File: config.mk
export PLATFORM = sky130hd
export DESIGN_NAME = cluster_pwr_ctrl
export DESIGN_NICKNAME = d
export VERILOG_FILES = /design/src/rtl/cpc_pkg.sv /design/src/rtl/cpc_window_timer.sv /design/src/rtl/cpc_event_monitor.sv /design/src/rtl/cpc_enable_gate.sv /design/src/rtl/cluster_pwr_ctrl.sv
export SDC_FILE = /design/constraint.sdc
export NUM_CORES = 1
export LEC_CHECK = 0
export BUFFER_PORTS_ARGS = -buffer_cell sky130_fd_sc_hd__buf_2
export CAP_MARGIN = 20
export CORE_AREA = 2 2 100 102
export CTS_CLUSTER_DIAMETER = 150
export DETAILED_ROUTE_END_ITERATION = 6
export DIE_AREA = 0 0 102 104
export GPL_ROUTABILITY_DRIVEN = 0
export PLACE_DENSITY_LB_ADDON = 0.15
export SYNTH_ARGS = -nofsm -noshare
export SYNTH_HDL_FRONTEND = slang
export SYNTH_HIERARCHICAL = 1
export SYNTH_SLANG_ARGS = --single-unit
File: constraint.sdc
create_clock -name clk -period 6.4 [get_ports clk]
set_input_delay 1.28 -clock clk [delete_from_list [all_inputs] [get_ports clk]]
set_output_delay 1.28 -clock clk [all_outputs]
set_load 0.03 [all_outputs]
File: src/rtl/cpc_pkg.sv
`timescale 1ns/1ps
package cpc_pkg;
  localparam int CPC_WIN_W   = 13;
  localparam int CPC_MIN_WIN = 256;
  localparam int CPC_MAX_WIN = 4096;
endpackage

File: src/rtl/cpc_window_timer.sv
`timescale 1ns/1ps
// Counts the cycles of the current window. The requested length is
// sampled only in the window's last cycle.
module cpc_window_timer #(
  parameter int WIN_W   = 13,
  parameter int MIN_WIN = 256,
  parameter int MAX_WIN = 4096
) (
  input  logic             clk,
  input  logic             rst_n,
  input  logic [WIN_W-1:0] len_i,
  output logic             win_end_o
);
  localparam logic [WIN_W-1:0] LO = WIN_W'(MIN_WIN);
  localparam logic [WIN_W-1:0] HI = WIN_W'(MAX_WIN);

  logic [WIN_W-1:0] cyc_q, len_q, len_clamped;

  always_comb begin
    if (len_i < LO)      len_clamped = LO;
    else if (len_i > HI) len_clamped = HI;
    else                 len_clamped = len_i;
  end

  assign win_end_o = (cyc_q == len_q - WIN_W'(1));

  always_ff @(posedge clk) begin
    if (!rst_n) begin
      cyc_q <= '0;
      len_q <= LO;
    end else if (win_end_o) begin
      cyc_q <= '0;
      len_q <= len_clamped;
    end else begin
      cyc_q <= cyc_q + WIN_W'(1);
    end
  end
endmodule

File: src/rtl/cpc_event_monitor.sv
`timescale 1ns/1ps
// One activity counter with its threshold comparator. The decision is
// taken in the window's last cycle and includes that cycle's event.
module cpc_event_monitor #(
  parameter int WIN_W = 13
) (
  input  logic             clk,
  input  logic             rst_n,
  input  logic             ev_i,
  input  logic             win_end_i,
  input  logic [WIN_W-1:0] thresh_i,
  output logic             want_o
);
  logic [WIN_W-1:0] cnt_q, total;

  assign total = cnt_q + WIN_W'(ev_i);

  always_ff @(posedge clk) begin
    if (!rst_n) begin
      cnt_q  <= '0;
      want_o <= 1'b1;
    end else if (win_end_i) begin
      cnt_q  <= '0;
      want_o <= (total >= thresh_i);
    end else begin
      cnt_q  <= total;
    end
  end
endmodule

File: src/rtl/cpc_enable_gate.sv
`timescale 1ns/1ps
// Registered enable. It turns on at once and turns off only when the
// cluster has nothing in flight.
module cpc_enable_gate (
  input  logic clk,
  input  logic rst_n,
  input  logic req_i,
  input  logic busy_i,
  output logic en_o
);
  always_ff @(posedge clk) begin
    if (!rst_n)       en_o <= 1'b1;
    else if (req_i)   en_o <= 1'b1;
    else if (!busy_i) en_o <= 1'b0;
  end
endmodule

File: src/rtl/cluster_pwr_ctrl.sv
`timescale 1ns/1ps
module cluster_pwr_ctrl
  import cpc_pkg::*;
#(
  parameter int  ISSUE_W  = 4,
  parameter int  WIN_W    = CPC_WIN_W,
  parameter int  MIN_WIN  = CPC_MIN_WIN,
  parameter int  MAX_WIN  = CPC_MAX_WIN,
  localparam int ISSUE_CW = $clog2(ISSUE_W + 1)
) (
  input  logic                clk,
  input  logic                rst_n,
  input  logic [WIN_W-1:0]    win_len_i,
  input  logic [WIN_W-1:0]    fp_thresh_i,
  input  logic [WIN_W-1:0]    wide_thresh_i,
  input  logic [ISSUE_CW-1:0] int_issue_num_i,
  input  logic                fp_issue_i,
  input  logic                fp_fetch_i,
  input  logic                fp_busy_i,
  input  logic                upper_busy_i,
  output logic                fp_en_o,
  output logic                upper_en_o,
  output logic                lower_en_o
);
  localparam int NMON = 2;  // monitor 0: floating point, 1: wide integer issue

  logic            win_end;
  logic [NMON-1:0] mon_ev, mon_want;
  logic [WIN_W-1:0] mon_thr [NMON];
  logic            fp_want, up_want;
  logic [1:0]      hold_q;  // window boundaries left before the trigger expires

  cpc_window_timer #(.WIN_W(WIN_W), .MIN_WIN(MIN_WIN), .MAX_WIN(MAX_WIN)) u_timer (
    .clk(clk), .rst_n(rst_n), .len_i(win_len_i), .win_end_o(win_end)
  );

  assign mon_ev[0]  = fp_issue_i;
  assign mon_ev[1]  = (int_issue_num_i > ISSUE_CW'(ISSUE_W / 2));
  assign mon_thr[0] = fp_thresh_i;
  assign mon_thr[1] = wide_thresh_i;

  for (genvar g = 0; g < NMON; g++) begin : g_mon
    cpc_event_monitor #(.WIN_W(WIN_W)) u_mon (
      .clk(clk), .rst_n(rst_n), .ev_i(mon_ev[g]), .win_end_i(win_end),
      .thresh_i(mon_thr[g]), .want_o(mon_want[g])
    );
  end

  assign fp_want = mon_want[0];
  assign up_want = mon_want[1];

  // A fetch inside a window must outlive the partial window and one full
  // window. A fetch in a boundary cycle only needs the full window.
  always_ff @(posedge clk) begin
    if (!rst_n)                         hold_q <= 2'd0;
    else if (fp_fetch_i)                hold_q <= win_end ? 2'd1 : 2'd2;
    else if (win_end && hold_q != 2'd0) hold_q <= hold_q - 2'd1;
  end

  cpc_enable_gate u_fp_gate (
    .clk(clk), .rst_n(rst_n),
    .req_i(fp_fetch_i || hold_q != 2'd0 || fp_want),
    .busy_i(fp_busy_i), .en_o(fp_en_o)
  );

  cpc_enable_gate u_up_gate (
    .clk(clk), .rst_n(rst_n), .req_i(up_want),
    .busy_i(upper_busy_i), .en_o(upper_en_o)
  );

  always_ff @(posedge clk) begin
    lower_en_o <= 1'b1;
  end
endmodule

==> summary.md <==
| Metric | Value |
|---|---|
| Status | finished, final reports clean |
| Clock slew seen by the registers of the worst setup and hold paths | about 0.070 ns |
| Pleak | about 2 nW |
| Total CTS buffers | 9 |
| Residual DRC | 0 |
| Largest net degree at the start of global routing | 26 |
| Starting Density | 0.397 |
| Slew HR | 0.408 |
| Max-Cap Viols | 0 |
| FF-to-FF End | g_mon[1].u_mon/want_o$_SDFFE_PN1P_ |
| Postcts setup bufs | 0 |
| Number of enable flip-flop cells after synthesis | 0 |
| Clock root cell | clkbuf_8 |
| R2R setup slack | approximately 3 ns |
| Worst Setup Path Type | reg -> reg |
| Critical path arrival | about 3.6 ns |
| Reg2reg path depth | 10 |
| Hpwl dp | between 5000 and 6000 um |
| Most numerous cell in the Yosys netlist | dfxtp_1 |
| Setup crit start kind | flip-flop |
| Die height | approximately 100 um |
| CP max FO | 22 |
| Max Fclk | approximately 300 MHz |
| Main synth FF type | dfxtp_1 |
| Synthesized net count | roughly 510 |
| CTS tree | yes |
| PwrDens | roughly 180 mW/mm^2 |
| Cell accounting for the most synthesized area | dfxtp_1 |
| Clock Tree Buf Depth | 2 |
| Max-slew violation count | 0 |
| Total global-route track usage | 0.154 |
| Async set or reset register ratio after synthesis | 0 |
| H-tree levels | 3 |
| I/O pins | 51 |
| Peak supply drop | around 110 uV |
| #FFs+latches synth | 58 |
| Fill count | around 1000 |
| Total Wirelength | 7620 um |
| Core Util, Final | 0.452 |
| Min Tclk post-route | between 3 and 4 ns |
| Clock sinks | between 50 and 60 |
| Vias in the first global route | just under 3000 |
| Syn avg cell area | between 8 and 9 um^2 |
| Post-Syn Instances | around 430 |
| YS warnings | 6 |
| Die Width | 102 um |
| Congestion Overflow GR | 0 |
| Final-report setup violation count | 0 |
| Antenna cells | 0 |
| WL/cell | between 10 and 15 um |
| Measured slew at the worst slew-check pin | 0.889 ns |
| Initial antenna violation count | 0 |
| Routed vias | approximately 3000 |
| Worst Path Required | ~6.7 ns |
| First drt pass iteration count | 4 |
| Unrepaired setup endpoints after global routing | no |
| Clock Latency Late Sink | around 0.33 ns |
| Hold path start | hold_q[0]$_SDFFE_PN0P_ |
| Starting DRT DRC Count | roughly 120 |
| Synthesized area | roughly 0.0038 mm^2 |
| Core area | approximately 0.0095 mm^2 |
| ANT nets after route | 0 |
| Synth-to-layout area growth | 13.7% |
| Fraction of layout instances using a drive strength above 1 | 0.189 |
| Die ar. | roughly 0.011 mm^2 |
| Clock skew after layout | around 0.0080 ns |
| Core Rows | 36 |
| CTS Hold Bufs | 0 |
| Final Hold Fails | 0 |
| Top cells by area, synth | dfxtp_1 (31%), ha_1 (11%), xnor2_1 (6.0%) |
| Post-cts sizing count | 0 |
| Hold Path Sink | hold_q[0]$_SDFFE_PN0P_ |
| Worst Setup End Kind | flip-flop |
| Via/cell ratio | just under 5 |
| Hold WC Path Type | reg -> reg |
| Register area share after synthesis | 0.306 |
| Top post-synthesis cells by count | dfxtp_1 (58), inv_1 (41), nand2_1 (35) |
| Port-buffer cells | 49 |
| Count of distinct cell types in the synthesized netlist | 60 |
| Hold Path Depth | 2 |
| Share of the synthesized area in the top cell type | 0.306 |
| Final Cycle Share | 0.521 |
| Worst r2r src | u_timer/len_q[0]$_SDFFE_PN0N_ |
| Setup TNS | 0 ns |
| Final net count | about 560 |
| Global-route wire length before repair | roughly 13000 um |
-- stage by stage --
stage	instance area, um^2	hold slack (ns)	power, mW	instances	worst slack [ns]
finish	4320	0.498	0.785	615	3.07
global route	4320	0.534	0.828	615	2.72
CTS	4320	0.502	0.799	615	3.10
detailed placement	4110	0.485	0.445	600	2.81
global placement	4110	0.491	0.443	600	2.89
floorplan	3790	0.433	0.417	433	3.16
-- metal layers --
metal | up-vias | GRT usage | share of wire
li1 | 1586 | - | -
met3 | 4 | 0.0215 | 0.024
met1 | 1416 | 0.205 | 0.48
met2 | 32 | 0.250 | 0.49
met4 | 0 | 0.0600 | 0.0083
met5 | - | 0 | 0
-- registers in the layout, summed over array words and instances, names as in the netlist --
name and flops:
g_mon.u_mon/cnt_q 26, g_mon.u_mon/want_o 2, hold_q 2, u_fp_gate/en_o 1, u_timer/cyc_q 13, u_timer/len_q 13
u_up_gate/en_o 1
-- power breakdown --
part           switching (mW)  internal (mW)  leakage (nW)
Sequential            0.00543          0.366         0.469
Combinational          0.0350         0.0287          1.39
Clock                   0.141          0.209         0.106
Total                   0.181          0.604          1.97
-- cells in the final DEF, fill, tap and decap left out, types with 11 or more instances in the layout --
cell type  count
a21oi_1       12
buf_2         49
clkbuf_8      12
dfxtp_1       58
ha_1          33
inv_1         41
mux2i_1       11
nand2_1       35
nand3_1       21
nor2_1        17
nor2b_1       25
nor3_2        12
o21ai_0       12
xnor2_1       26
xor2_1        20
-- critical path: stages, from the launching register on --
cell and delay, ns:
dfxtp_1 0.37, inv_1 0.08, ha_1 0.26, nor3b_1 0.54
o2111ai_1 0.20, a221oi_1 0.40, o211a_4 0.25, and3_4 0.40
nand2b_1 0.52, o21ai_0 0.15, nand3_1 0.08
-- worst max-delay path by stage --
stage               depth (start not counted)                     startpoint                                 end
floorplan                                  12             int_issue_num_i[0]  g_mon[1].u_mon/want_o$_SDFFE_PN1P_
global placement                            6                          rst_n       u_timer/len_q[4]$_SDFFE_PN0N_
detailed placement                          6                          rst_n       u_timer/len_q[1]$_SDFFE_PN0N_
CTS                                        10  u_timer/len_q[0]$_SDFFE_PN0N_  g_mon[1].u_mon/want_o$_SDFFE_PN1P_
global route                               10  u_timer/len_q[0]$_SDFFE_PN0N_  g_mon[1].u_mon/want_o$_SDFFE_PN1P_
finish                                     10  u_timer/len_q[0]$_SDFFE_PN0N_  g_mon[1].u_mon/want_o$_SDFFE_PN1P_
-- cells by family after synthesis --
| family | share of synthesized area |
|---|---|
| AOI/OAI and AO/OA | 0.117 |
| xor gates and xnor gates | 0.106 |
| adders and majority gates | 0.109 |
| buffers and inverters | 0.0653 |
| DFF | 0.306 |
| muxes | 0.0290 |
| other | 0.000988 |
| and+or+nand+nor | 0.267 |
-- area by class of cell --
class | instances | area [um^2] | share of cell area
Multi-Input combinational cell | 319 | 2390 | 0.553
Clock inverter | 2 | 35.0 | 0.00812
Tap cell | 133 | 166 | 0.0386
Inverter | 41 | 154 | 0.0357
Clock buffer | 13 | 169 | 0.0391
Timing Repair Buffer | 49 | 245 | 0.0568
Sequential cell | 58 | 1160 | 0.269
Note: power is estimated with default switching activity, not from simulation.
